**src/rtl/irq_pkg.sv**
```systemverilog
package irq_pkg;
  localparam int DW        = 16;
  localparam int VEC_W     = 8;
  localparam int VEC_LO_W  = 5;
  localparam int VEC_HI_W  = VEC_W - VEC_LO_W;
  localparam int NLINES    = 3;

  localparam logic [DW-1:0] MODE_WMASK = 16'hF7E0;
  localparam int MODE_DED_BIT = 15;
  localparam int IVEN_LSB     = 12;
  localparam int TRIG_LSB     = 8;
  localparam int VHI_LSB      = 5;

  localparam logic [VEC_LO_W-1:0] CODE_SPUR = 5'd24;
  localparam logic [VEC_LO_W-1:0] CODE_L1   = 5'd29;
  localparam logic [VEC_LO_W-1:0] CODE_L6   = 5'd30;
  localparam logic [VEC_LO_W-1:0] CODE_L7   = 5'd31;

  typedef enum logic [1:0] {
    RSP_INT  = 2'd0,
    RSP_LINE = 2'd1,
    RSP_EXT  = 2'd2,
    RSP_SPUR = 2'd3
  } rsp_kind_e;

  typedef enum logic [1:0] {
    A_MODE = 2'd0,
    A_PEND = 2'd1,
    A_MASK = 2'd2,
    A_ISR  = 2'd3
  } reg_addr_e;
endpackage

```
**src/rtl/irq_ext_lines.sv**
```systemverilog
module irq_ext_lines
  import irq_pkg::*;
(
  input  logic              clk,
  input  logic              rst_n,
  input  logic              soft_rst,
  input  logic [NLINES-1:0] pin_n,
  input  logic              ded_mode,
  input  logic [NLINES-1:0] edge_sel,
  input  logic [NLINES-1:0] lat_clr,
  output logic [2:0]        ext_lvl
);
  logic [NLINES-1:0] prev_q, lat_q, line_req;

  always_ff @(posedge clk or negedge rst_n) begin
    if (!rst_n) prev_q <= '1;
    else        prev_q <= pin_n;
  end

  genvar k;
  generate
    for (k = 0; k < NLINES; k++) begin : g_line
      logic fall;
      assign fall = prev_q[k] & ~pin_n[k];

      always_ff @(posedge clk or negedge rst_n) begin
        if (!rst_n)                           lat_q[k] <= 1'b0;
        else if (soft_rst)                    lat_q[k] <= 1'b0;
        else if (fall && ded_mode && edge_sel[k]) lat_q[k] <= 1'b1;
        else if (lat_clr[k])                  lat_q[k] <= 1'b0;
      end

      assign line_req[k] = edge_sel[k] ? lat_q[k] : ~pin_n[k];

      assert_edge_latch_on_fall_R8: assert property (@(posedge clk) disable iff (!rst_n)
        $rose(lat_q[k]) |-> ($past(prev_q[k]) && !prev_q[k]));
    end
  endgenerate

  always_comb begin
    if (!ded_mode)        ext_lvl = ~pin_n;
    else if (line_req[2]) ext_lvl = 3'd7;
    else if (line_req[1]) ext_lvl = 3'd6;
    else if (line_req[0]) ext_lvl = 3'd1;
    else                  ext_lvl = 3'd0;
  end
endmodule

```
**src/rtl/irq_src_bank.sv**
```systemverilog
module irq_src_bank
  import irq_pkg::*;
#(
  parameter int NSRC = 16
) (
  input  logic                clk,
  input  logic                rst_n,
  input  logic                soft_rst,
  input  logic [NSRC-1:0]     int_req,
  input  logic                wr_pend,
  input  logic                wr_mask,
  input  logic                wr_isr,
  input  logic [NSRC-1:0]     wdata,
  input  logic                isr_set,
  input  logic [VEC_LO_W-1:0] isr_idx,
  output logic [NSRC-1:0]     pend_q,
  output logic [NSRC-1:0]     mask_q,
  output logic [NSRC-1:0]     isr_q,
  output logic                int_any,
  output logic [VEC_LO_W-1:0] int_idx
);
  logic [NSRC-1:0] cand, set_oh;
  logic            isr_any;
  logic [VEC_LO_W-1:0] isr_top;

  assign cand   = pend_q & mask_q;
  assign set_oh = isr_set ? (NSRC'(1) << isr_idx) : '0;

  always_ff @(posedge clk or negedge rst_n) begin
    if (!rst_n) begin
      pend_q <= '0;
      mask_q <= '0;
      isr_q  <= '0;
    end else if (soft_rst) begin
      pend_q <= '0;
      mask_q <= '0;
      isr_q  <= '0;
    end else begin
      pend_q <= (pend_q & ~(wr_pend ? wdata : '0)) | int_req;
      if (wr_mask) mask_q <= wdata;
      isr_q  <= (isr_q & ~(wr_isr ? wdata : '0)) | set_oh;
    end
  end

  always_comb begin
    isr_any = 1'b0;
    isr_top = '0;
    for (int i = 0; i < NSRC; i++) begin
      if (isr_q[i]) begin
        isr_any = 1'b1;
        isr_top = VEC_LO_W'(i);
      end
    end
  end

  always_comb begin
    int_any = 1'b0;
    int_idx = '0;
    for (int i = 0; i < NSRC; i++) begin
      if (cand[i] && (!isr_any || VEC_LO_W'(i) > isr_top)) begin
        int_any = 1'b1;
        int_idx = VEC_LO_W'(i);
      end
    end
  end

  assert_pick_is_live_R4: assert property (@(posedge clk) disable iff (!rst_n)
    int_any |-> ((cand >> int_idx) & NSRC'(1)) != '0);

  assert_isr_grows_by_ack_R10: assert property (@(posedge clk) disable iff (!rst_n)
    ((isr_q & ~$past(isr_q)) != '0) |-> $past(isr_set));
endmodule

```
**src/rtl/irq_vec_unit.sv**
```systemverilog
module irq_vec_unit
  import irq_pkg::*;
#(
  parameter int NSRC    = 16,
  parameter int INT_LVL = 4
) (
  input  logic                clk,
  input  logic                rst_n,
  input  logic                soft_rst,
  input  logic                ded_mode,
  input  logic [NLINES-1:0]   iv_en,
  input  logic [VEC_HI_W-1:0] vhi,
  input  logic                int_any,
  input  logic [VEC_LO_W-1:0] int_idx,
  input  logic                ack_valid,
  input  logic [2:0]          ack_level,
  output logic                ack_ready,
  output logic                vec_valid,
  input  logic                vec_ready,
  output logic [VEC_W-1:0]    vec_num,
  output logic                vec_ext,
  output logic                isr_set,
  output logic [VEC_LO_W-1:0] isr_idx,
  output logic [NLINES-1:0]   lat_clr
);
  logic take, line_hit, use_int;
  logic [1:0] line_sel;
  rsp_kind_e kind_d, kind_q;
  logic [VEC_W-1:0] vec_d, vec_q;
  logic vld_q;

  assign ack_ready = !vld_q;
  assign take      = ack_valid && ack_ready;
  assign use_int   = (ack_level == 3'(INT_LVL)) && int_any;

  always_comb begin
    line_hit = ded_mode;
    line_sel = 2'd0;
    case (ack_level)
      3'd7:    line_sel = 2'd2;
      3'd6:    line_sel = 2'd1;
      3'd1:    line_sel = 2'd0;
      default: line_hit = 1'b0;
    endcase
  end

  always_comb begin
    kind_d = RSP_SPUR;
    vec_d  = {vhi, CODE_SPUR};
    if (use_int) begin
      kind_d = RSP_INT;
      vec_d  = {vhi, int_idx};
    end else if (line_hit) begin
      if (iv_en[line_sel]) begin
        kind_d = RSP_LINE;
        case (line_sel)
          2'd2:    vec_d = {vhi, CODE_L7};
          2'd1:    vec_d = {vhi, CODE_L6};
          default: vec_d = {vhi, CODE_L1};
        endcase
      end else begin
        kind_d = RSP_EXT;
        vec_d  = '0;
      end
    end else if (!ded_mode && ack_level != 3'd0) begin
      kind_d = RSP_EXT;
      vec_d  = '0;
    end
  end

  assign isr_set = take && use_int;
  assign isr_idx = int_idx;
  assign lat_clr = (take && !use_int && line_hit) ? (NLINES'(1) << line_sel) : '0;

  always_ff @(posedge clk or negedge rst_n) begin
    if (!rst_n) begin
      vld_q  <= 1'b0;
      vec_q  <= '0;
      kind_q <= RSP_SPUR;
    end else if (soft_rst) begin
      vld_q  <= 1'b0;
    end else if (take) begin
      vld_q  <= 1'b1;
      vec_q  <= vec_d;
      kind_q <= kind_d;
    end else if (vec_ready) begin
      vld_q  <= 1'b0;
    end
  end

  assign vec_valid = vld_q;
  assign vec_num   = vec_q;
  assign vec_ext   = vld_q && (kind_q == RSP_EXT);

  assert_vec_hold_R13: assert property (@(posedge clk) disable iff (!rst_n)
    (vec_valid && !vec_ready && !soft_rst) |=> (vec_valid && $stable(vec_num)));

  assert_int_vec_in_range_R9: assert property (@(posedge clk) disable iff (!rst_n)
    (vec_valid && kind_q == RSP_INT) |-> (int'(vec_num[VEC_LO_W-1:0]) < NSRC));
endmodule

```
**src/rtl/irq_vector_ctrl.sv**
```systemverilog
module irq_vector_ctrl
  import irq_pkg::*;
#(
  parameter int NSRC    = 16,
  parameter int INT_LVL = 4
) (
  input  logic              clk,
  input  logic              rst_n,
  input  logic              soft_rst,
  input  logic [NSRC-1:0]   int_req,
  input  logic [2:0]        ext_n,
  input  logic              reg_we,
  input  logic [1:0]        reg_addr,
  input  logic [15:0]       reg_wdata,
  output logic [15:0]       reg_rdata,
  output logic [2:0]        ipl,
  input  logic              ack_valid,
  output logic              ack_ready,
  input  logic [2:0]        ack_level,
  output logic              vec_valid,
  input  logic              vec_ready,
  output logic [7:0]        vec_num,
  output logic              vec_ext
);
  logic [DW-1:0] mode_q;
  logic [NSRC-1:0] pend_q, mask_q, isr_q;
  logic int_any, isr_set;
  logic [VEC_LO_W-1:0] int_idx, isr_idx;
  logic [NLINES-1:0] lat_clr;
  logic [2:0] ext_lvl, int_lvl;
  logic ded_mode;
  reg_addr_e addr;

  assign addr     = reg_addr_e'(reg_addr);
  assign ded_mode = mode_q[MODE_DED_BIT];

  always_ff @(posedge clk or negedge rst_n) begin
    if (!rst_n) mode_q <= '0;
    else if (reg_we && addr == A_MODE) mode_q <= reg_wdata & MODE_WMASK;
  end

  irq_ext_lines u_ext (
    .clk      (clk),
    .rst_n    (rst_n),
    .soft_rst (soft_rst),
    .pin_n    (ext_n),
    .ded_mode (ded_mode),
    .edge_sel (mode_q[TRIG_LSB +: NLINES]),
    .lat_clr  (lat_clr),
    .ext_lvl  (ext_lvl)
  );

  irq_src_bank #(.NSRC(NSRC)) u_src (
    .clk      (clk),
    .rst_n    (rst_n),
    .soft_rst (soft_rst),
    .int_req  (int_req),
    .wr_pend  (reg_we && addr == A_PEND),
    .wr_mask  (reg_we && addr == A_MASK),
    .wr_isr   (reg_we && addr == A_ISR),
    .wdata    (reg_wdata[NSRC-1:0]),
    .isr_set  (isr_set),
    .isr_idx  (isr_idx),
    .pend_q   (pend_q),
    .mask_q   (mask_q),
    .isr_q    (isr_q),
    .int_any  (int_any),
    .int_idx  (int_idx)
  );

  irq_vec_unit #(.NSRC(NSRC), .INT_LVL(INT_LVL)) u_vec (
    .clk       (clk),
    .rst_n     (rst_n),
    .soft_rst  (soft_rst),
    .ded_mode  (ded_mode),
    .iv_en     (mode_q[IVEN_LSB +: NLINES]),
    .vhi       (mode_q[VHI_LSB +: VEC_HI_W]),
    .int_any   (int_any),
    .int_idx   (int_idx),
    .ack_valid (ack_valid),
    .ack_level (ack_level),
    .ack_ready (ack_ready),
    .vec_valid (vec_valid),
    .vec_ready (vec_ready),
    .vec_num   (vec_num),
    .vec_ext   (vec_ext),
    .isr_set   (isr_set),
    .isr_idx   (isr_idx),
    .lat_clr   (lat_clr)
  );

  assign int_lvl = int_any ? 3'(INT_LVL) : 3'd0;
  assign ipl     = (ext_lvl > int_lvl) ? ext_lvl : int_lvl;

  always_comb begin
    case (addr)
      A_MODE:  reg_rdata = mode_q;
      A_PEND:  reg_rdata = DW'(pend_q);
      A_MASK:  reg_rdata = DW'(mask_q);
      default: reg_rdata = DW'(isr_q);
    endcase
  end

  assert_mode_survives_soft_R14: assert property (@(posedge clk) disable iff (!rst_n)
    (soft_rst && !(reg_we && addr == A_MODE)) |=> $stable(mode_q));
endmodule

```
**config.mk**
```make
export PLATFORM = sky130hd
export DESIGN_NAME = irq_vector_ctrl
export DESIGN_NICKNAME = d
export VERILOG_FILES = /design/src/rtl/irq_pkg.sv /design/src/rtl/irq_ext_lines.sv /design/src/rtl/irq_src_bank.sv /design/src/rtl/irq_vec_unit.sv /design/src/rtl/irq_vector_ctrl.sv
export SDC_FILE = /design/constraint.sdc
export NUM_CORES = 1
export LEC_CHECK = 0
export CAP_MARGIN = 40
export CELL_PAD_IN_SITES_DETAIL_PLACEMENT = 0
export CELL_PAD_IN_SITES_GLOBAL_PLACEMENT = 1
export CORE_MARGIN = 10
export CORE_UTILIZATION = 30
export CTS_BUF_LIST = sky130_fd_sc_hd__clkbuf_8
export DETAILED_ROUTE_END_ITERATION = 8
export PLACE_DENSITY_LB_ADDON = 0.1
export SLEW_MARGIN = 0
export SYNTH_ARGS = -nofsm -noshare
export SYNTH_HDL_FRONTEND = slang
export SYNTH_SLANG_ARGS = --single-unit
```
**constraint.sdc**
```tcl
create_clock -name clk -period 3.7 [get_ports clk]
set_input_delay 0.37 -clock clk [delete_from_list [all_inputs] [get_ports clk]]
set_output_delay 0.37 -clock clk [all_outputs]
set_load 0.005 [all_outputs]
```
==> results.toml, run 1 <==
[setup_path]
path_cells = "nor2b_1, or4_4, a22oi_4, o31ai_1, o21ai_2, and3_4, ha_1, o32ai_1, a21oi_1, clkdlybuf4s50_1"
start_kind = "flop"
reg2reg_to = "u_src.isr_q[3]"
regToRegSetupSlack_ps = 780
cpPeakStageDelay_ps = 520
reg2reg_depth = 9
slowest_stage = "or4_4"
cp_data_required_time_ps = 3330
cp.arrival_ps = 3250
worst-path-max-fanout = 8
critPathCapture = "ipl[1]"
startpoint = "u_src.isr_q[10]"
crit_type = "reg2out"
rr_startpoint = "u_src.isr_q[13]"
cp-end-kind = "output port"

[synthesis]
synth_flop_cell = "dfrtp_1"
synth.avg_cell_area_um2 = 9.44
synth_cells = 482
syn-cell-area_mm2 = 0.00455
synth_cell_type_count = 74
synth_top_cell_by_area = "dfrtp_1"
synth_edf_count = 0
async_flop_share_pct = 100
ys_seq_area_share_pct = 41.4
synth_area_leaders = "dfrtp_1, nand2_1, mux4_2"
ys_ff_latch = 75
synth_top_area_share_pct = 38.5
synth_nets = 535
ys_warn_count = 0

[power_and_ir_drop]
combinationalPowerShare_pct = 21.9
p_per_area_mw_per_mm2 = 351
switchingPower_uw = 627
power_frac_clock_pct = 32.9
intPower_uw = 1470
p_leak_uw = 0.00244
p_sw_share_pct = 29.8
seqPwrFrac_pct = 45.1
ir_worst_vdd_mv = 0.248

[detailed_routing]
dr.first_iter.drc_count = 293
remaining_drc_errors = 0
wl_per_cell_um = 22.5
num_vias = 4202
firstDrtPassIters = 5
viasPerCell = 5.50
finalWirelength_um = 17200
ant_nets = 0

[floorplan]
core_mm2 = 0.0147
pin_count = 76
die_h_um = 143
dieArea_mm2 = 0.0205
num_rows = 44
chipWidth_um = 143
initial_core_util_pct = 30.9

[sta]
final_hold_viol_count = 0
period_share_pct = 97.7
slew_violations = 0
skew_ps = 11.6
tightest_slew_ps = 885
layout_min_cycle_time_ps = 3620
rsz0062_at_grt = "yes"
fmaxAchievable_mhz = 277
maxSlewHeadroom_pct = 40.7
finalSetupViolations = 0

[place]
place_hpwl_um = 13000
dpl.cell_count = 736
io_buffers = 75
gp_congestion = 0.881
dpl-instance-area_mm2 = 0.00556

[cells_and_area]
finalInstanceArea_mm2 = 0.00598
finalNetCount = 628
n_antenna_cell = 0
final_cell_mix = "nand2_1, clkdlybuf4s50_1, dfrtp_1"
final_common_cell = "nand2_1"
final_cells = 764
drive_gt1_share_pct = 20.0
area_growth_pct = 31.5

[clock_network]
cts_made_buffers = 9
cts_htree_levels = 3
clk_path_buf_depth = 2
cts_tree = "built"
hold_buffers = 0
clk_latency_ps = 380
root_buffer = "clkbuf_8"
cts_num_sinks = 75
clk_pin_slew_worst_paths_ps = 90

[global_routing]
track_usage_pct = 16.8
top_usage_layer = "met2"
grt_max_degree = 59
grt_pass1_vias = 4163
use_met1_pct = 23.4
gr-usage-met3_pct = 4.25
grt_pass1_wl_um = 25900
grt_use_met2_pct = 25.5
antenna_found_initial = 0
grt_overflow = 0

[min_path]
hp-class = "in2async"

[outcome]
status = "completed"

[run]
drv_cap = 0
layout make-up:
cell class	count	area [µm²]
fillers	1469	8720
multi-input cells	365	2600
flip-flops and latches	75	1890
repair buffers	103	968
well taps	184	230
clock buffers	11	151
inverters	21	78.8
clock inverters	5	58.8
cell usage after synthesis (3+ instances only):
master	number
mux2_2	14
mux4_2	9
nor3_1	8
ha_1	7
and3_1	5
a22oi_1	3
nand3_1	18
a21oi_1	36
nor3b_1	3
nor2_1	41
dfstp_2	5
inv_1	20
nand4b_1	3
nand2_1	75
nor2b_1	5
o2111ai_1	3
o21a_1	3
mux2i_1	3
clkbuf_1	17
a22o_1	22
o31ai_1	5
a211oi_1	5
and2_1	3
nand2b_1	4
a21boi_0	3
o21ai_0	6
o21ai_1	21
dfrtp_1	70
a32o_1	4
worst min-delay path by stage:
stage	from	end	slack, ps	depth (start not counted)
5_1_grt	rst_n	u_src.mask_q[3]	130	1
3_3_place_gp	u_vec.kind_q[0]	u_vec.kind_q[0]	450	2
2_1_floorplan	rst_n	mode_q[10]	70	0
3_5_place_dp	u_vec.kind_q[0]	u_vec.kind_q[0]	460	2
6_report	rst_n	u_src.mask_q[2]	70	1
4_1_cts	rst_n	u_src.mask_q[2]	100	1
power by group through the flow:
stage	registers, µW	logic (µW)	clock network, µW
3_3_place_gp	964	458	0
3_5_place_dp	964	456	0
4_1_cts	948	467	715
6_report	947	460	691
2_1_floorplan	938	216	0
5_1_grt	957	505	747
flip-flops by register name, indices dropped and copies added, names as in the netlist:
name	count
u_src.pend_q	16
mode_q	10
u_src.mask_q	16
u_ext.lat_q	3
u_src.isr_q	16
u_vec.vec_valid	1
u_ext.prev_q	3
u_vec.kind_q	2
u_vec.vec_num	8
layer usage:
layer | wire length (µm) | share of wire (%)
met1 | 8300 | 48
met2 | 7830 | 46
met3 | 848 | 4.9
met4 | 206 | 1.2
met5 | 0 | 0
kinds of logic (layout without fill, tap and decap cells):
kind of cell	count (synthesis)	count (layout)	synth area share [%]
compound gates	145	145	23.5
fa+ha+maj	7	7	1.93
buf+inv	42	140	3.82
flops	75	75	41.4
mux	27	27	9.16
simple gates	186	186	20.2
through the flow:
| stage | TNS (ps) | power, µW | util (%) | hold WS [ps] | setup slack, ps |
|---|---|---|---|---|---|
| 2_1_floorplan | 0 | 1150 | - | 74.4 | 951 |
| 5_1_grt | -56.7 | 2210 | 40.7 | 127 | -56.7 |
| 3_3_place_gp | 0 | 1420 | 37.7 | 452 | 220 |
| 4_1_cts | 0 | 2130 | 39.7 | 102 | 16.2 |
| 6_report | 0 | 2100 | 40.7 | 71.9 | 84.3 |
| 3_5_place_dp | 0 | 1420 | 37.8 | 460 | 182 |
what timing repair did:
item	4_1_cts	5_1_grt
pin swaps	6	3
buffers inserted	4	8
hold endpoints to repair	0	0
resized for setup	9	18
setup endpoints to repair	2	2
worst max-delay path: cells and delay by family (launching register included):
kind	cells	cell delay, ps
AOI/OAI and AO/OA	5	740
adders and majority gates	1	240
buffers and inverters	1	450
DFF	1	480
and+or+nand+nor	3	940
Power figures use the tool's default switching activity.
==> run 2, diff against run 1 <==
Settings changed: SYNTH_HIERARCHICAL set to 1.
==> results.toml, run 2 <==
[outcome]
status = "completed"

[synthesis]
async_flop_share_pct = 100
ys_seq_area_share_pct = 41.2
synth_flop_cell = "dfrtp_1"
synth_cell_type_count = 74
synth_edf_count = 0
synth_nets = 526
synth_top_area_share_pct = 38.4
synth_commonest_cells = "dfrtp_1, nor2_1, nand2_1, a21oi_1, mux2i_1"
ys_warn_count = 6
synth.avg_cell_area_um2 = 9.63
syn-cell-area_mm2 = 0.00457
yosysMostFrequentCell = "dfrtp_1"
synth_top_cell_by_area = "dfrtp_1"
ys_ff_latch = 75
synth_cells = 474
synth_area_leaders = "dfrtp_1, nor2_1, mux4_2"

[detailed_routing]
dr.first_iter.drc_count = 139
num_vias = 3938
wl_per_cell_um = 21.1
ant_nets = 0
viasPerCell = 5.26
remaining_drc_errors = 0
firstDrtPassIters = 4
finalWirelength_um = 15800

[cells_and_area]
finish.utilization_pct = 38.7
final_common_cell = "clkdlybuf4s50_1"
n_antenna_cell = 0
final_cell_mix = "clkdlybuf4s50_1, nor2_1, dfrtp_1"
top_regs = "u_src/isr_q x16, u_src/mask_q x16, u_src/pend_q x16"
area_growth_pct = 27.4
finalInstanceArea_mm2 = 0.00582
finalNetCount = 609
drive_gt1_share_pct = 17.6

[floorplan]
chipWidth_um = 143
core_mm2 = 0.0150
die_h_um = 143
num_rows = 45
dieArea_mm2 = 0.0206
pin_count = 76
initial_core_util_pct = 30.4

[power_and_ir_drop]
combinationalPowerShare_pct = 23.1
switchingPower_uw = 593
seqPwrFrac_pct = 46.9
p_per_area_mw_per_mm2 = 349
p_sw_share_pct = 29.2
power_frac_clock_pct = 30.0
p_leak_uw = 0.00239
ir_worst_vdd_mv = 0.139
intPower_uw = 1440

[global_routing]
grt_overflow = 0
grt_pass1_wl_um = 24700
grt_pass1_vias = 4231
track_usage_pct = 15.7
grt_max_degree = 44
antenna_found_initial = 0

[setup_path]
crit_type = "reg2out"
cp.arrival_ps = 3160
path_cells = "nor2b_1, o311a_1, o211ai_4, or3b_1, a21oi_2, a311oi_1, nand4b_1, inv_2, ha_1, nand2b_1, and2_1, dlygate4sd2_1"
worstPathBufferInverterCount = 2
cp_top_family = "simple AND/OR/NAND/NOR gates"
cp-end-kind = "output port"
cpPeakStageDelay_ps = 380
start_kind = "flop"
worst-path-max-fanout = 4
slowest_stage = "dfrtp_1"
cp_data_required_time_ps = 3330

[clock_network]
root_buffer = "clkbuf_8"
cts_htree_levels = 3
clk_path_buf_depth = 2
cts_num_sinks = 75
clk_latency_ps = 370
clk_pin_slew_worst_paths_ps = 70
cts_made_buffers = 9
cts_tree = "built"

[sta]
slew_violations = 0
tightest_slew_ps = 802
maxSlewHeadroom_pct = 46.4
layout_min_cycle_time_ps = 3530
period_share_pct = 95.4
skew_ps = 5.24
final_hold_viol_count = 0
rsz0062_at_grt = "no"
fmaxAchievable_mhz = 283
finalSetupViolations = 0
hold_slack_ps = 492
fin_setup_tns_ps = 0

[run]
drv_cap = 0

[place]
dpl-instance-area_mm2 = 0.00556
gp_congestion = 0.832
place_hpwl_um = 11900
io_buffers = 75

[min_path]
hp-class = "in2reg"
run 2: cell types whose count changed after synthesis, moves of 8 or more:
cell,before,now
a22o_1,22,6
a22oi_1,3,14
buf_4,0,8
inv_1,20,9
mux2i_1,3,19
nand2_1,75,52
nand3_1,18,8
nor2_1,41,69
o21ai_1,21,4
run 2: path summary, 6_finish.rpt:
path / to / from / slack, ps / cells past startpoint
worst max-delay path: ipl[0] / u_src/isr_q[1] / 170 / 12
worst min-delay path: u_ext/prev_q[0] / ext_n[0] / 490 / 1
worst max register to register: u_src/isr_q[5] / u_src/isr_q[12] / 290 / 13
worst min register to register: u_vec/vec_num[1] / u_vec/vec_num[1] / 520 / 2
max in group asynchronous: u_ext/prev_q[1] / rst_n / 2570 / 3
min in group asynchronous: u_ext/lat_q[0] / rst_n / 500 / 2
run 2: cell type report:
cell class | count | area (µm²)
inverters | 9 | 33.8
clock buffers | 9 | 124
flip-flops and latches | 75 | 1890
clock inverters | 6 | 51.3
fillers | 1559 | 9220
well taps | 188 | 235
repair buffers | 100 | 963
multi-input cells | 362 | 2520
run 2: per-stage QoR:
stage	power, µW	setup slack [ps]	cells
floorplan	1180	663	474
global placement	1450	166	727
detailed placement	1450	130	728
CTS	2070	59.7	748
global route	2150	15.3	749
finish	2030	171	749
run 2: cells by family (layout without fill, tap and decap cells):
logic type / Yosys count / in the layout / synth area share, %
simple gates: 202 / 202 / 22.8
buf+inv: 37 / 124 / 4.33
other cells: 1 / 1 / 0.0821
fa+ha+maj: 6 / 6 / 1.64
compound gates: 107 / 107 / 16.6
mux: 46 / 46 / 13.4
flops: 75 / 75 / 41.2
run 2: power by group through the flow:
stage | sequential, µW | combinational (µW) | clock, µW
after floorplan | 945 | 236 | 0
after global placement | 970 | 476 | 0
after detailed placement | 972 | 479 | 0
after CTS | 955 | 478 | 639
after global routing | 967 | 519 | 667
final | 953 | 470 | 609
run 2: repair_timing:
item                       CTS  global route
setup endpoints to repair    3            12
hold buffers                 1             0
gates resized for setup      4             8
pin swaps                    4             4
buffers inserted             4             1
hold endpoints to repair    28             0
run 2: worst register-to-register path: stages, from the launching register on:
cell and delay (ps):
dfrtp_1 510, nor2_1 340, a31oi_2 210, a21oi_1 220, nor3_1 70, a311oi_1 300
nand4b_1 300, and4bb_2 380, and3_1 190, nor2b_2 170, nor3b_1 140, buf_4 160
a32oi_1 200, nor2_1 60
run 2: per-layer routing:
metal | up-vias | GRT usage [%] | routed length, µm
met5 | - | 0 | 0
met4 | 0 | 5.80 | 263
met3 | 20 | 3.10 | 707
met2 | 85 | 25.7 | 7660
met1 | 1956 | 20.1 | 7180
li1 | 1877 | - | -
